File: config.mk
export PLATFORM = sky130hd
export DESIGN_NAME = tw_poll_slave
export DESIGN_NICKNAME = d
export VERILOG_FILES = /design/src/rtl/tw_pkg.sv /design/src/rtl/tw_sync.sv /design/src/rtl/tw_shift.sv /design/src/rtl/tw_poll_slave.sv
export SDC_FILE = /design/constraint.sdc
export NUM_CORES = 1
export LEC_CHECK = 0
export BUFFER_PORTS_ARGS = -buffer_cell sky130_fd_sc_hd__buf_4
export CAP_MARGIN = 20
export CORE_ASPECT_RATIO = 1.2
export CORE_MARGIN = 2
export CORE_UTILIZATION = 55
export DETAILED_ROUTE_END_ITERATION = 6
export PLACE_DENSITY_LB_ADDON = 0.25
export SLEW_MARGIN = 40
export SYNTH_ARGS = -nofsm -noshare
export SYNTH_HDL_FRONTEND = slang
export SYNTH_SLANG_ARGS = --single-unit
File: constraint.sdc
create_clock -name clk -period 2.6 [get_ports clk]
set_clock_uncertainty 0.2 [all_clocks]
set_input_delay 0.52 -clock clk [delete_from_list [all_inputs] [get_ports clk]]
set_output_delay 0.52 -clock clk [all_outputs]
set_load 0.1 [all_outputs]
File: src/rtl/tw_pkg.sv
package tw_pkg;
    typedef enum logic [2:0] {
        ST_IDLE,
        ST_ADDR,
        ST_ADDR_ACK,
        ST_RX,
        ST_RX_ACK,
        ST_TX,
        ST_TX_ACK,
        ST_IGNORE
    } tw_state_e;
endpackage

File: src/rtl/tw_sync.sv
module tw_sync #(
    parameter int STAGES = 2,
    parameter int LINES  = 2
) (
    input  logic             clk,
    input  logic             rst_n,
    input  logic [LINES-1:0] raw,
    output logic [LINES-1:0] now,
    output logic [LINES-1:0] prev
);
    for (genvar g = 0; g < LINES; g++) begin : g_line
        logic [STAGES-1:0] chain;
        always_ff @(posedge clk or negedge rst_n) begin
            if (!rst_n) begin
                chain   <= '1;
                prev[g] <= 1'b1;
            end else begin
                chain   <= {chain[STAGES-2:0], raw[g]};
                prev[g] <= chain[STAGES-1];
            end
        end
        assign now[g] = chain[STAGES-1];
    end
endmodule

File: src/rtl/tw_shift.sv
module tw_shift #(
    parameter int W = 8,
    localparam int CW = $clog2(W + 1)
) (
    input  logic          clk,
    input  logic          rst_n,
    input  logic          clr,
    input  logic          load,
    input  logic [W-1:0]  ld_val,
    input  logic          take,
    input  logic          bit_in,
    input  logic          tick,
    input  logic          shl,
    output logic [W-1:0]  q,
    output logic [CW-1:0] cnt
);
    always_ff @(posedge clk or negedge rst_n) begin
        if (!rst_n) begin
            q   <= '0;
            cnt <= '0;
        end else if (clr) begin
            q   <= '0;
            cnt <= '0;
        end else if (load) begin
            q   <= ld_val;
            cnt <= '0;
        end else if (take) begin
            q   <= {q[W-2:0], bit_in};
            cnt <= cnt + 1'b1;
        end else if (tick) begin
            cnt <= cnt + 1'b1;
        end else if (shl) begin
            q   <= {q[W-2:0], 1'b1};
        end
    end
endmodule

File: src/rtl/tw_poll_slave.sv
module tw_poll_slave
    import tw_pkg::*;
#(
    parameter int              TYPE_W      = 4,
    parameter logic [TYPE_W-1:0] TYPE_CODE = 4'b0101,
    parameter int              STRAP_W     = 4,
    parameter int              SYNC_STAGES = 2,
    localparam int             BYTE_W      = TYPE_W + STRAP_W
) (
    input  logic               clk,
    input  logic               rst_n,
    input  logic               scl_i,
    input  logic               sda_i,
    output logic               sda_oe,
    input  logic [STRAP_W-1:0] strap_addr,
    input  logic               nv_busy,
    input  logic               tx_req,
    input  logic [BYTE_W-1:0]  tx_byte,
    output logic               tx_load,
    output logic               rx_valid,
    output logic [BYTE_W-1:0]  rx_data,
    output logic               rx_first,
    output logic               xfer_stop
);
    localparam int CW = $clog2(BYTE_W + 1);
    localparam logic [CW-1:0] FULL = CW'(BYTE_W);

    logic [1:0] ln_now, ln_prev;
    logic scl_s, sda_s, scl_p, sda_p;
    logic scl_rise, scl_fall, start_det, stop_det;

    tw_sync #(.STAGES(SYNC_STAGES), .LINES(2)) u_sync (
        .clk(clk), .rst_n(rst_n), .raw({scl_i, sda_i}),
        .now(ln_now), .prev(ln_prev)
    );
    assign {scl_s, sda_s} = ln_now;
    assign {scl_p, sda_p} = ln_prev;
    assign scl_rise  = scl_s & ~scl_p;
    assign scl_fall  = ~scl_s & scl_p;
    assign start_det = scl_s & scl_p & sda_p & ~sda_s;
    assign stop_det  = scl_s & scl_p & ~sda_p & sda_s;

    tw_state_e state_q, state_d;
    logic first_q, first_d, mack_q, mack_d;
    logic sh_clr, sh_load, sh_take, sh_tick, sh_shl;
    logic rx_pulse, stop_pulse, load_pulse;
    logic [BYTE_W-1:0] sh_q;
    logic [CW-1:0] cnt_q;
    logic addr_hit;

    tw_shift #(.W(BYTE_W)) u_shift (
        .clk(clk), .rst_n(rst_n), .clr(sh_clr), .load(sh_load), .ld_val(tx_byte),
        .take(sh_take), .bit_in(sda_s), .tick(sh_tick), .shl(sh_shl),
        .q(sh_q), .cnt(cnt_q)
    );

    assign addr_hit = (sh_q == {TYPE_CODE, strap_addr});

    // next-state and datapath control
    always_comb begin
        state_d    = state_q;
        first_d    = first_q;
        mack_d     = mack_q;
        sh_clr     = 1'b0;
        sh_load    = 1'b0;
        sh_take    = 1'b0;
        sh_tick    = 1'b0;
        sh_shl     = 1'b0;
        rx_pulse   = 1'b0;
        stop_pulse = 1'b0;
        load_pulse = 1'b0;
        if (stop_det) begin
            state_d    = ST_IDLE;
            stop_pulse = (state_q != ST_IDLE) && (state_q != ST_IGNORE) && (state_q != ST_ADDR);
        end else if (start_det) begin
            state_d = ST_ADDR;
            sh_clr  = 1'b1;
        end else begin
            unique case (state_q)
                ST_IDLE, ST_IGNORE: ;
                ST_ADDR: begin
                    if (scl_rise && cnt_q != FULL) sh_take = 1'b1;
                    else if (scl_fall && cnt_q == FULL) begin
                        if (addr_hit && !nv_busy) begin
                            state_d = ST_ADDR_ACK;
                            first_d = 1'b1;
                        end else begin
                            state_d = ST_IGNORE;
                        end
                    end
                end
                ST_ADDR_ACK, ST_RX_ACK: begin
                    if (scl_fall) begin
                        if (tx_req) begin
                            state_d    = ST_TX;
                            sh_load    = 1'b1;
                            load_pulse = 1'b1;
                        end else begin
                            state_d = ST_RX;
                            sh_clr  = 1'b1;
                        end
                    end
                end
                ST_RX: begin
                    if (scl_rise && cnt_q != FULL) sh_take = 1'b1;
                    else if (scl_fall && cnt_q == FULL) begin
                        state_d  = ST_RX_ACK;
                        rx_pulse = 1'b1;
                        first_d  = 1'b0;
                    end
                end
                ST_TX: begin
                    if (scl_rise) sh_tick = 1'b1;
                    else if (scl_fall) begin
                        if (cnt_q == FULL) state_d = ST_TX_ACK;
                        else sh_shl = 1'b1;
                    end
                end
                ST_TX_ACK: begin
                    if (scl_rise) mack_d = ~sda_s;
                    else if (scl_fall) begin
                        if (mack_q && tx_req) begin
                            state_d    = ST_TX;
                            sh_load    = 1'b1;
                            load_pulse = 1'b1;
                        end else if (mack_q) begin
                            state_d = ST_RX;
                            sh_clr  = 1'b1;
                        end else begin
                            state_d = ST_IGNORE;
                        end
                    end
                end
                default: state_d = ST_IDLE;
            endcase
        end
    end

    // state register
    always_ff @(posedge clk or negedge rst_n) begin
        if (!rst_n) begin
            state_q <= ST_IDLE;
            first_q <= 1'b0;
            mack_q  <= 1'b0;
        end else begin
            state_q <= state_d;
            first_q <= first_d;
            mack_q  <= mack_d;
        end
    end

    // outputs
    always_ff @(posedge clk or negedge rst_n) begin
        if (!rst_n) begin
            rx_valid  <= 1'b0;
            rx_data   <= '0;
            rx_first  <= 1'b0;
            xfer_stop <= 1'b0;
            tx_load   <= 1'b0;
        end else begin
            rx_valid  <= rx_pulse;
            xfer_stop <= stop_pulse;
            tx_load   <= load_pulse;
            if (rx_pulse) begin
                rx_data  <= sh_q;
                rx_first <= first_q;
            end
        end
    end

    always_comb begin
        unique case (state_q)
            ST_ADDR_ACK, ST_RX_ACK: sda_oe = 1'b1;
            ST_TX:                  sda_oe = ~sh_q[BYTE_W-1];
            default:                sda_oe = 1'b0;
        endcase
    end

    // assertions
    p_oe_quiet_high_r10: assert property (@(posedge clk) disable iff (!rst_n)
        (scl_s && scl_p) |-> $stable(sda_oe));
    p_busy_no_ack_r7: assert property (@(posedge clk) disable iff (!rst_n)
        (state_q == ST_ADDR && scl_fall && cnt_q == FULL && nv_busy) |=> (state_q == ST_IGNORE));
    p_start_restart_r8: assert property (@(posedge clk) disable iff (!rst_n)
        (start_det && !stop_det) |=> (state_q == ST_ADDR && cnt_q == '0));
    p_rx_single_r6: assert property (@(posedge clk) disable iff (!rst_n)
        rx_valid |=> !rx_valid);
    p_ignore_silent_r4: assert property (@(posedge clk) disable iff (!rst_n)
        (state_q == ST_IGNORE && !start_det) |=> (!sda_oe && !rx_valid));
    p_stop_idle_r1: assert property (@(posedge clk) disable iff (!rst_n)
        stop_det |=> (state_q == ST_IDLE && !sda_oe));
endmodule

* Word-level counts from Yosys, hierarchy flattened
Index checks and enable logic that the tools add are counted.
** Word-level totals
- Bits of input ports :: 18
- Output and inout port bits :: 13
- Flip-flop bits (word level) :: 35
- Logic and storage cells :: 144
** Operators by class
- Add/sub/neg operators :: 1
- Reduce and logical (&&, ||, !) cells :: 18
- Multiplexer cells :: 70
- Bitwise logic cells :: 14
- Equality and inequality tests :: 27
** Operators by type and width (number)
- $mux W3 :: 16
- $ne A4 B4 Y1 const B :: 11
- $mux W1 :: 40
- $mux W8 :: 5
- $mux W4 :: 4
- $pmux W3 S5 :: 1
- $reduce_and A11 Y1 :: 1
- $ne A2 B2 Y1 const B :: 5
- $eq A3 B3 Y1 const B :: 3
- $eq A8 B7 Y1 :: 1
- $pmux W1 S2 :: 4
- $reduce_and A8 Y1 :: 1
- $reduce_bool A4 Y1 :: 2
- $and A1 B1 Y1 :: 7
- $not A1 Y1 :: 7
- $reduce_bool A7 Y1 :: 1
- $eq A3 B2 Y1 const B :: 2
- $logic_and A1 B1 Y1 :: 6
- $add A4 B1 Y4 const B :: 1
- $eq A4 B4 Y1 const B :: 1
- $ne A4 B3 Y1 const B :: 1
- $reduce_and A4 Y1 :: 1
- $reduce_or A2 Y1 :: 2
- $eq A3 B1 Y1 const B :: 1
- other kinds (6) :: 6

* Longest topological paths before layout
- Word-level depth :: 12
- Depth in mapped cells :: 8
- Gate-level depth less buffers :: 7

* Cells and area by module
From an unflattened synthesis, not the netlist that was laid out.
** Second synthesis, totals
- Cell total of the unflattened synthesis :: 156
- Area, all modules :: 1780.5 um2
** By module, submodules not included
- tw_poll_slave :: area an instance 1003.5 um2, instances 1, cells each 97
- tw_shift :: area an instance 604.3 um2, instances 1, cells each 51
- tw_sync :: area an instance 172.7 um2, instances 1, cells each 8

* Worst setup path before layout
No wires, ideal clock.
- Path type :: reg-to-output
- From :: reg state_q[2]
- To :: out sda_oe
- Stages on the path, launching flop included :: 4
- Path buffers :: 1
- Arrival time :: 2161 ps
- Data required time :: 1880 ps
- Path slack :: -281 ps
- Cell sequence :: dfrtp_1 buf_6 xnor2_1 o2bb2ai_1
** Between the ends
- Longest elaborated chain between the ends :: 3
** Ends and longest elaborated chain
- start, declared :: RTL line tw_poll_slave.sv:43 : tw_state_e state_q, state_d;
- start signal, assigned :: RTL line tw_poll_slave.sv:146 : state_q <= state_d;
- $eq A3 B2 Y1 / $eq A3 B3 Y1 (equally long branches) :: RTL line tw_poll_slave.sv:172 : unique case (state_q)
- $reduce_or A2 Y1 :: RTL line tw_poll_slave.sv:172
- $pmux W1 S2 * :: RTL line tw_poll_slave.sv:172
- end, declared :: RTL line tw_poll_slave.sv:14 : output logic sda_oe,
Every way passes the cells marked *; elsewhere a longest branch is shown, timed or not.

* Worst setup path in the final report
- From :: reg state_q[1]
- To :: out sda_oe
The elaborated chain is that of the path after synthesis.

==> impl_metrics.env <==
export IMPL_share_comb_of_total_power_pct=37.2
export IMPL_cp_top_family="flip-flops"
export IMPL_detail_route_antenna_nets=0
export IMPL_r2r_setup_slack_ps=360
export IMPL_n_antenna_cell=0
export IMPL_clockPowerShare_pct=25.2
export IMPL_grt_pass1_vias=1440
export IMPL_crit_fanout=12
export IMPL_drt_drc_violations_left=0
export IMPL_grt_usage_pct=22.9
export IMPL_critical_path_arrival_ps=1520
export IMPL_maxCapViolCount=0
export IMPL_tritoncts="built"
export IMPL_floorplan_initialDensity_pct=56.0
export IMPL_instances_no_fill=246
export IMPL_ys_seq_elements=35
export IMPL_setup_violations=0
export IMPL_worst_hold_path_type="in -> reg"
export IMPL_holdPathEnd="u_sync.g_line[1].chain[0]"
export IMPL_setup_slack_ps=357
export IMPL_p_leak_nw=1.04
export IMPL_die_width_um=56.8
export IMPL_setup_slack_at_placement_ps=381
export IMPL_worst_skew_pair_late_latency_ps=290
export IMPL_p_total_mw=2.09
export IMPL_slowest_delay_ps=580
export IMPL_cts_made_buffers=5
export IMPL_clk_pin_slew_worst_paths_ps=70
export IMPL_post_route_setup_tns_ps=0
export IMPL_mappedNetlistNets=194
export IMPL_fin_worst_hold_slack_ps=133
export IMPL_met1Wirelength_mm=1.63
export IMPL_detailedPlacementHpwl_mm=2.94
export IMPL_grt_setup_unrepaired="false"
export IMPL_gpl_final_weighted_congestion=0.877
export IMPL_critical_path_cell_chain="xnor2_1 > o2bb2ai_2 > buf_4"
export IMPL_finalCriticalPeriod_ps=2240
export IMPL_commonest_cells_after_routing_fill_and_taps_aside="sky130_fd_sc_hd__buf_4 (34), sky130_fd_sc_hd__dfrtp_1 (29), sky130_fd_sc_hd__nand2_1 (18)"
export IMPL_synth_main_ff_cell="sky130_fd_sc_hd__dfrtp_1"
export IMPL_ctsHtreeMaxLevel=2
export IMPL_area_overhead_vs_synth_pct=20.8
export IMPL_holdPathStages=1
export IMPL_report_final_slew_viol_count=0
export IMPL_post_drt_wl_per_cell_um=16.5
export IMPL_critical_path_required_ps=1880
export IMPL_count_of_buffers_from_port_buffering=30
export IMPL_placedCellCount=237
export IMPL_worst_slew_pin_slew_ps=626
export IMPL_met3_length_um=227
export IMPL_period_share_pct=86.3
export IMPL_final_net_count=228
export IMPL_clock_tree_buffer_depth=2
export IMPL_reg2regPathDepth=6
export IMPL_synthesis_instances=174
export IMPL_p_sw_share_pct=38.4
export IMPL_most_frequent_standard_cell_in_the_layout_excluding_fill_and_tap_cells="sky130_fd_sc_hd__buf_4"
export IMPL_overflow=0
export IMPL_rows=23
export IMPL_die_y_um=67.3
export IMPL_timing_rr_end="rx_data[6]"
export IMPL_crit_path_start="state_q[1]"
export IMPL_cp_buffers_inverters=1
export IMPL_synthArstFlopShare_pct=100
export IMPL_vdd_ir_drop_max_uv=587
export IMPL_drtPass1Iterations=6
export IMPL_outcome="complete, no violations"
export IMPL_synth_edf_count=0
export IMPL_timing_critical_path_to_type="output port"
export IMPL_cell_area_after_synthesis_um2=1840
export IMPL_power_net_switching_mw=0.802
export IMPL_setup_worst_path_start_class="flip-flop"
export IMPL_clock_fmax_ghz=0.446
export IMPL_hold_start="scl_i"
export IMPL_sequential_group_share_of_total_power_pct=37.6
export IMPL_internal_power_mw=1.29
export IMPL_boundaryPins=31
export IMPL_core_area_um2=3280
export IMPL_avg_synthesized_cell_area_um2=10.6
export IMPL_grt_antenna_before_repair=0
export IMPL_root_buffer="sky130_fd_sc_hd__clkbuf_8"
export IMPL_distinct_cells_synth=51
export IMPL_ys_seq_area_share_pct=48.1
export IMPL_critical_path_slowest_cell="sky130_fd_sc_hd__dfrtp_1"
export IMPL_postCtsResizedCells=0
export IMPL_worstSetupPathType="reg -> out"
export IMPL_routed_wl_mm=4.06
export IMPL_hold_viol=0
export IMPL_clock_sink_count=35
export IMPL_viasPerCell=5.96
export IMPL_crit_reg2reg_launch="u_shift.cnt[0]"
export IMPL_worst_slew_margin_rel_pct=58.0
export IMPL_drive_gt1_share_pct=29.7
export IMPL_pin_count_of_the_biggest_net_entering_global_routing=36
export IMPL_floorplan_die_area_um2=3820
export IMPL_synth_warn=0
export IMPL_detailroute_wirelength_met2_mm=2.11
export IMPL_drt_iter0_drc=68
export IMPL_uppermost_layer_routed="met4"
export IMPL_grt_first_pass_wirelength_mm=6.62
export IMPL_pwr_density_cell_nw_per_um2=940
export IMPL_routed_via_count=1466
==> sequential cells by signal, indices dropped and copies added (netlist names), 2 cells and up <==
register             flops
u_sync.prev              2
u_shift.q                8
u_shift.cnt              4
state_q                  3
rx_data                  8
u_sync.g_line.chain      4
==> power groups by stage <==
stage	logic [mW]	registers (mW)	clock network, mW
floorplan	0.641	0.741	0
global placement	0.737	0.783	0
detailed placement	0.767	0.789	0
CTS	0.771	0.782	0.533
global route	0.841	0.802	0.552
finish	0.777	0.784	0.526
==> final cells by class <==
type,count,area [um^2]
clock buffer,6,82.6
clock inverter,2,38.8
fill,259,1060
inverter,9,33.8
multi-input combinational,122,870
sequential,35,883
tap,37,46.3
timing repair buffer,35,265
==> per-stage QoR <==
step / utilization [%] / cell area (um^2)
6_report: 67.7 / 2220
5_1_grt: 67.7 / 2220
4_1_cts: 67.7 / 2220
3_5_place_dp: 63.7 / 2090
3_3_place_gp: 63.7 / 2090
2_1_floorplan: - / 1840
==> how the worst max path moves through the flow <==
stage / end / depth (start not counted) / slack, ps
4_1_cts: rx_data[6] / 6 / 340
2_1_floorplan: sda_oe / 3 / 310
5_1_grt: rx_data[6] / 6 / 240
6_report: sda_oe / 3 / 360
3_3_place_gp: state_q[0] / 6 / 400
3_5_place_dp: state_q[0] / 6 / 380
==> cell families (layout without fill, tap and decap cells) <==
kind of cell               Yosys count  count (layout)  synth area share, %
and+or+nand+nor                     54              54                 15.8
AOI/OAI and AO/OA                   41              41                 15.5
DFF                                 35              35                 48.1
muxes                               18              18                 11.0
buffers and inverters               17              52                 4.90
xor gates and xnor gates             7               7                 3.34
adders and majority gates            2               2                 1.36
==> timing repair <==
item | in CTS | in global routing
endpoints found under the setup margin | 0 | 0
buffers inserted | 0 | 0
endpoints found under the hold margin | 29 | 0
hold buffers | 1 | 0
==> metal layers <==
| layer | vias up | global-route usage, % |
|---|---|---|
| li1 | 686 | - |
| met5 | - | 0 |
| met2 | 73 | 41.3 |
| met3 | 12 | 4.79 |
| met1 | 695 | 26.0 |
| met4 | 0 | 11.0 |
==> cells in the mapped netlist, drive strengths merged, types with 2 or more instances <==
cell	instances	area, um^2
xor2	2	17.5
nand2b	5	31.3
xnor2	5	43.8
dfstp	6	158
nor3	6	35.0
and3	2	12.5
o21ai	20	108
nand3b	2	15.0
o22ai	2	12.5
nor2	9	36.3
ha	2	25.0
nand4b	3	26.3
inv	9	33.8
o211ai	2	15.0
buf	6	47.5
a21oi	2	10.0
clkbuf	2	8.75
nor4	2	18.8
mux2	12	143
a22o	2	17.5
dfrtp	29	726
nor2b	2	12.5
nand2	18	67.6
o21bai	2	15.0
mux2i	6	60.1
and3b	2	17.5
Note: power is estimated with default switching activity, not from simulation.
